===== src/rtl/serial_rx_pkg.sv =====
package serial_rx_pkg;
  typedef enum logic [2:0] {
    RX_IDLE,
    RX_START,
    RX_DATA,
    RX_PAR,
    RX_STOP
  } rx_state_e;

  localparam int STAT_FULL = 0;
  localparam int STAT_PERR = 1;
  localparam int STAT_FERR = 2;
  localparam int STAT_OERR = 3;

  localparam logic SEL_STATUS = 1'b0;
  localparam logic SEL_BUFFER = 1'b1;
endpackage


===== src/rtl/rx_sync.sv =====
module rx_sync #(
  parameter int STAGES = 2
) (
  input  logic clk,
  input  logic rst_n,
  input  logic d_in,
  output logic d_out
);
  logic [STAGES-1:0] chain_q;

  always_ff @(posedge clk or negedge rst_n) begin
    if (!rst_n) chain_q <= '1;
    else        chain_q <= {chain_q[STAGES-2:0], d_in};
  end

  assign d_out = chain_q[STAGES-1];
endmodule


===== src/rtl/rx_framer.sv =====
module rx_framer
  import serial_rx_pkg::*;
#(
  parameter int DATA_W = 8,
  parameter int OVS    = 16
) (
  input  logic              clk,
  input  logic              rst_n,
  input  logic              rx,
  input  logic              tick,
  input  logic              par_en,
  input  logic              par_odd,
  output logic              frm_valid,
  output logic [DATA_W-1:0] frm_data,
  output logic              frm_perr,
  output logic              frm_ferr
);
  localparam int CNT_W = $clog2(OVS);
  localparam int IDX_W = $clog2(DATA_W);
  localparam logic [CNT_W-1:0] MID_CNT  = CNT_W'(OVS/2 - 1);
  localparam logic [CNT_W-1:0] LAST_CNT = CNT_W'(OVS - 1);
  localparam logic [IDX_W-1:0] LAST_IDX = IDX_W'(DATA_W - 1);

  rx_state_e         state_q;
  logic [CNT_W-1:0]  cnt_q;
  logic [IDX_W-1:0]  idx_q;
  logic [DATA_W-1:0] shift_q;
  logic              par_bit_q;
  logic              mid_hit, bit_hit;

  assign mid_hit = tick && (cnt_q == MID_CNT);
  assign bit_hit = tick && (cnt_q == LAST_CNT);

  always_ff @(posedge clk or negedge rst_n) begin
    if (!rst_n) begin
      state_q   <= RX_IDLE;
      cnt_q     <= '0;
      idx_q     <= '0;
      shift_q   <= '0;
      par_bit_q <= 1'b0;
      frm_valid <= 1'b0;
      frm_perr  <= 1'b0;
      frm_ferr  <= 1'b0;
    end else begin
      frm_valid <= 1'b0;
      case (state_q)
        RX_IDLE: begin
          cnt_q <= '0;
          if (tick && !rx) state_q <= RX_START;
        end
        RX_START: begin
          if (mid_hit) begin
            cnt_q   <= '0;
            idx_q   <= '0;
            state_q <= rx ? RX_IDLE : RX_DATA;
          end else if (tick) begin
            cnt_q <= cnt_q + 1'b1;
          end
        end
        RX_DATA: begin
          if (bit_hit) begin
            cnt_q   <= '0;
            shift_q <= {rx, shift_q[DATA_W-1:1]};
            idx_q   <= idx_q + 1'b1;
            if (idx_q == LAST_IDX) state_q <= par_en ? RX_PAR : RX_STOP;
          end else if (tick) begin
            cnt_q <= cnt_q + 1'b1;
          end
        end
        RX_PAR: begin
          if (bit_hit) begin
            cnt_q     <= '0;
            par_bit_q <= rx;
            state_q   <= RX_STOP;
          end else if (tick) begin
            cnt_q <= cnt_q + 1'b1;
          end
        end
        RX_STOP: begin
          if (bit_hit) begin
            cnt_q     <= '0;
            frm_valid <= 1'b1;
            frm_ferr  <= !rx;
            frm_perr  <= par_en && (par_bit_q != ((^shift_q) ^ par_odd));
            state_q   <= RX_IDLE;
          end else if (tick) begin
            cnt_q <= cnt_q + 1'b1;
          end
        end
        default: state_q <= RX_IDLE;
      endcase
    end
  end

  assign frm_data = shift_q;

  AST_FRAME_PULSE: assert property (@(posedge clk) disable iff (!rst_n)
    frm_valid |=> !frm_valid);
  AST_PERR_NEEDS_PAR: assert property (@(posedge clk) disable iff (!rst_n)
    (frm_valid && !par_en) |-> !frm_perr);
endmodule


===== src/rtl/rx_status_regs.sv =====
module rx_status_regs
  import serial_rx_pkg::*;
#(
  parameter int DATA_W = 8
) (
  input  logic              clk,
  input  logic              rst_n,
  input  logic              frm_valid,
  input  logic [DATA_W-1:0] frm_data,
  input  logic              frm_perr,
  input  logic              frm_ferr,
  input  logic              rd_en,
  input  logic              rd_sel,
  output logic [DATA_W-1:0] rd_data,
  output logic              irq
);
  logic [DATA_W-1:0] buf_q;
  logic full_q, perr_q, ferr_q, oerr_q, armed_q;
  logic rd_stat, rd_buf, clr_flags, wr_buf, ovr;

  assign rd_stat   = rd_en && (rd_sel == SEL_STATUS);
  assign rd_buf    = rd_en && (rd_sel == SEL_BUFFER);
  assign clr_flags = rd_buf && armed_q;
  assign ovr       = frm_valid && full_q;
  assign wr_buf    = frm_valid && !full_q;

  always_ff @(posedge clk or negedge rst_n) begin
    if (!rst_n) begin
      buf_q   <= '0;
      full_q  <= 1'b0;
      perr_q  <= 1'b0;
      ferr_q  <= 1'b0;
      oerr_q  <= 1'b0;
      armed_q <= 1'b0;
      irq     <= 1'b0;
    end else begin
      irq <= frm_valid;
      if (wr_buf) buf_q <= frm_data;
      full_q  <= wr_buf || ovr || (full_q && !rd_buf);
      // a flag being set in this cycle wins over the clear
      perr_q  <= (wr_buf && frm_perr) || (perr_q && !clr_flags);
      ferr_q  <= (wr_buf && frm_ferr) || (ferr_q && !clr_flags);
      oerr_q  <= ovr || (oerr_q && !clr_flags);
      if (rd_stat)     armed_q <= 1'b1;
      else if (rd_buf) armed_q <= 1'b0;
    end
  end

  always_comb begin
    rd_data = '0;
    if (rd_sel == SEL_BUFFER) begin
      rd_data = buf_q;
    end else begin
      rd_data[STAT_FULL] = full_q;
      rd_data[STAT_PERR] = perr_q;
      rd_data[STAT_FERR] = ferr_q;
      rd_data[STAT_OERR] = oerr_q;
    end
  end

  AST_OVR_KEEPS_BUF: assert property (@(posedge clk) disable iff (!rst_n)
    (frm_valid && full_q) |=> ($stable(buf_q) && oerr_q));
  AST_FULL_ON_WRITE: assert property (@(posedge clk) disable iff (!rst_n)
    (frm_valid && !full_q) |=> (full_q && buf_q == $past(frm_data)));
  AST_NO_UNARMED_CLEAR: assert property (@(posedge clk) disable iff (!rst_n)
    (rd_buf && !armed_q) |=> (!$fell(perr_q) && !$fell(ferr_q) && !$fell(oerr_q)));
endmodule


===== src/rtl/serial_rx_errflags.sv =====
module serial_rx_errflags #(
  parameter int DATA_W = 8,
  parameter int OVS    = 16
) (
  input  logic              clk,
  input  logic              rst_n,
  input  logic              rx_in,
  input  logic              baud_tick,
  input  logic              par_en,
  input  logic              par_odd,
  input  logic              rd_en,
  input  logic              rd_sel,
  output logic [DATA_W-1:0] rd_data,
  output logic              rx_irq
);
  logic              rx_s;
  logic              frm_valid, frm_perr, frm_ferr;
  logic [DATA_W-1:0] frm_data;

  rx_sync #(.STAGES(2)) u_sync (
    .clk(clk), .rst_n(rst_n), .d_in(rx_in), .d_out(rx_s)
  );

  rx_framer #(.DATA_W(DATA_W), .OVS(OVS)) u_framer (
    .clk(clk), .rst_n(rst_n), .rx(rx_s), .tick(baud_tick),
    .par_en(par_en), .par_odd(par_odd),
    .frm_valid(frm_valid), .frm_data(frm_data),
    .frm_perr(frm_perr), .frm_ferr(frm_ferr)
  );

  rx_status_regs #(.DATA_W(DATA_W)) u_regs (
    .clk(clk), .rst_n(rst_n),
    .frm_valid(frm_valid), .frm_data(frm_data),
    .frm_perr(frm_perr), .frm_ferr(frm_ferr),
    .rd_en(rd_en), .rd_sel(rd_sel), .rd_data(rd_data), .irq(rx_irq)
  );
endmodule


===== config.mk =====
export PLATFORM = sky130hd
export DESIGN_NAME = serial_rx_errflags
export DESIGN_NICKNAME = d
export VERILOG_FILES = /design/src/rtl/serial_rx_pkg.sv /design/src/rtl/rx_sync.sv /design/src/rtl/rx_framer.sv /design/src/rtl/rx_status_regs.sv /design/src/rtl/serial_rx_errflags.sv
export SDC_FILE = /design/constraint.sdc
export NUM_CORES = 1
export LEC_CHECK = 0
export BUFFER_PORTS_ARGS = -buffer_cell sky130_fd_sc_hd__buf_4
export CORE_AREA = 2 2 46 80
export CTS_BUF_LIST = sky130_fd_sc_hd__clkbuf_4
export CTS_CLUSTER_DIAMETER = 60
export DETAILED_ROUTE_END_ITERATION = 8
export DIE_AREA = 0 0 48 82
export PLACE_DENSITY = 0.84
export SLEW_MARGIN = 10
export SYNTH_ARGS = -nofsm -noshare
export SYNTH_HDL_FRONTEND = slang
export SYNTH_HIERARCHICAL = 1
export SYNTH_SLANG_ARGS = --single-unit

===== constraint.sdc =====
create_clock -name clk -period 2.15 [get_ports clk]
set_input_delay 0.43 -clock clk [delete_from_list [all_inputs] [get_ports clk]]
set_output_delay 0.43 -clock clk [all_outputs]
set_load 0.02 [all_outputs]

==> flow_summary.ini <==
[global_routing]
grt_pass1_wl_um = 5350
gr-usage-all-layers_pct = 19.5
grt_max_degree = 39
grt_pass1_vias = 1245
antenna_found_initial = 0
grt_overflow = 0

[layout]
area_growth_pct = 12.8
fin_cells = 214
fillCellCount = 263
multi_input_area_um2 = 885
fin_nets = 179
diodes = 0
final_cell_area_mm2 = 0.00214
seq_area_um2 = 953
layout-drive-gt1-share_pct = 35.5

[cts]
clk_pin_slew_ns = 0.12
htree_levels = 2
clk_latency_ns = 0.35
cts_setup_buffers = 0
cts_root_buf = clkbuf_4
clock_path_buffers = 2
cts_tree = yes
cts_resized = 0
cts_buffers = 5
cts.sinks = 38
ctsHoldBuffers = 0

[power]
p_per_area_mw_per_mm2 = 862
irDropWorstVdd_mv = 0.805
power_leakage_uw = 0.00104

[setup_path]
critPathRequiredTime_ns = 2.39
cpMaxStageDelayCell = dfrtp_1
cp-start-kind = flip-flop
arrival_ns = 2.09
crit_path_cell_trace = ha_1 > nand4b_1 > a32oi_2 > nand3_2 > mux2_4
crit_buf_inv = 0
critPathKind = flip-flop to flip-flop
crit_path_max_fanout = 6
max_stage_delay_ns = 0.43
endpoint_kind = flip-flop
crit_family = flip-flops

[drt]
wl_um = 3330
drt.antenna.violating_nets = 0
drt_first_pass_iters = 4
post-route-drc-count = 0
vias = 1209
drt_iter0_drc = 25
avgRoutedWirePerCell_um = 15.6
vias_per_cell = 5.65

[sta]
setup_viol = 0
fin_tns_setup_ns = 0
rsz0062_at_grt = false
fin_crit_sh_pct = 85.7
hold_viol_final = 0
maxSlewHeadroom_pct = 58.3
max_freq_mhz = 542
clock_skew_ns = 0.00765
tightest_slew_ns = 0.623
period_needed_ns = 1.84
drv_slew = 0

[synth]
synth_largest_area_cell = dfrtp_1
syn_area_mm2 = 0.00190
synthArstFlopShare_pct = 100
ys_warn_count = 6
synth.top_cells.by_area = dfrtp_1 48%, mux2_2 8.3%, mux2_4 7.1%
ys_types = 42
synth_most_common_cell = dfrtp_1
yosys.area_share.simple_pct = 12.9
synthTopCellsByCount = 36 x dfrtp_1, 14 x mux2_2, 9 x mux2_4
synth_compound_area_share_pct = 11.0
yosys.area.top_type_share_pct = 47.5
synth_top_family_by_area = multiplexers
synthAdderAreaFrac_pct = 1.98
syn_inst = 151
synth_xor_area_share_pct = 4.88
seq_area_frac_synth_pct = 50.3
synth-edff-count = 0
synthesis.nets = 162
avgSynthCellArea_um2 = 12.6
ys.flop_type = dfrtp_1
ys_ff_latch = 38
synth_mux_area_share_pct = 16.0

[placement]
gp_congestion = 0.860
dp_cells = 206
io_buffers = 16
place_area_mm2 = 0.00204

[die]
dieWidth_um = 48
core_mm2 = 0.00333
num_rows = 28
start_util_pct = 57.0
num_io_pins = 17
die_area_mm2 = 0.00394
die_y_um = 82

[status]
outcome = finished, final reports clean

[worst_hold_path]
hp-class = primary input to async pin

[flow_run]
drv_cap = 0
flip-flops by register name, indices dropped and copies added, names as in the netlist:
name	count
u_framer/cnt_q	4
u_framer/frm_data	8
u_framer/frm_ferr	1
u_framer/frm_perr	1
u_framer/frm_valid	1
u_framer/idx_q	3
u_framer/par_bit_q	1
u_framer/state_q	3
u_regs/armed_q	1
u_regs/buf_q	8
u_regs/ferr_q	1
u_regs/full_q	1
u_regs/irq	1
u_regs/oerr_q	1
u_regs/perr_q	1
u_sync/chain_q	2
cells in the final DEF, fill, tap and decap left out, types with 2 or more instances in the layout:
| cell type | instances |
|---|---|
| a211oi_1 | 3 |
| ha_1 | 3 |
| nand2_1 | 8 |
| clkbuf_4 | 5 |
| nand2b_1 | 2 |
| xnor2_1 | 6 |
| dfrtp_1 | 36 |
| mux2_4 | 9 |
| bufinv_16 | 2 |
| and2_1 | 4 |
| mux2_2 | 14 |
| inv_1 | 4 |
| nor2b_1 | 3 |
| buf_4 | 17 |
| nand3_1 | 3 |
| a22o_1 | 2 |
| a22o_2 | 4 |
| dfstp_2 | 2 |
| nor3_1 | 3 |
| nor2_1 | 6 |
| nor3b_1 | 4 |
| o21ai_0 | 5 |
| xor2_1 | 2 |
| a21oi_1 | 4 |
final timing paths:
kind / startpoint / to / slack, ns / cells past startpoint
worst max-delay path: u_framer/cnt_q[0] / u_framer/state_q[0] / 0.31 / 5
worst min-delay path: rst_n / u_regs/buf_q[6] / 0.02 / 1
worst max register to register: u_framer/cnt_q[0] / u_framer/state_q[0] / 0.31 / 5
worst min register to register: u_sync/chain_q[0] / u_sync/chain_q[1] / 0.36 / 0
max in group asynchronous: rst_n / u_sync/chain_q[1] / 1.76 / 1
min in group clk: rx_in / u_sync/chain_q[0] / 0.19 / 1
metal layers:
layer | global-route usage (%) | routed length [um] | vias to the layer above
li1 | - | - | 575
met1 | 20.3 | 1290 | 591
met2 | 33.2 | 1820 | 33
met3 | 4.62 | 123 | 10
met4 | 11.6 | 98 | 0
met5 | 0 | 0 | -
layout make-up:
| class | count | share of cell area (%) |
|---|---|---|
| Clock buffer | 5 | 1.76 |
| Clock inverter | 3 | 2.98 |
| Inverter | 4 | 0.702 |
| Multi-Input combinational cell | 102 | 41.4 |
| Sequential cell | 38 | 44.6 |
| Tap cell | 45 | 2.63 |
| Timing Repair Buffer | 17 | 5.97 |
where the power goes:
group	switching, uW	internal (uW)
sequential	116	759
combinational	205	169
clock	235	358
total	556	1290
cell families (layout without fill, tap and decap cells):
family,Yosys count,in the layout
compound gates,26,26
buf+inv,11,29
mux,24,24
simple gates,40,40
fa+ha+maj,3,3
xor+xnor,9,9
flops,38,38
metrics by stage:
stage,worst slack [ns],hold WS [ns],total power (uW),util (%)
6_report,0.307,0.0237,1840,64.2
5_1_grt,0.196,0.0477,1950,64.2
4_1_cts,0.327,0.0230,1860,64.2
3_5_place_dp,0.342,0.351,1260,61.2
3_3_place_gp,0.447,0.346,1220,61.2
2_1_floorplan,0.507,0.134,1160,-
No activity file was read; power rests on OpenSTA's default activity.
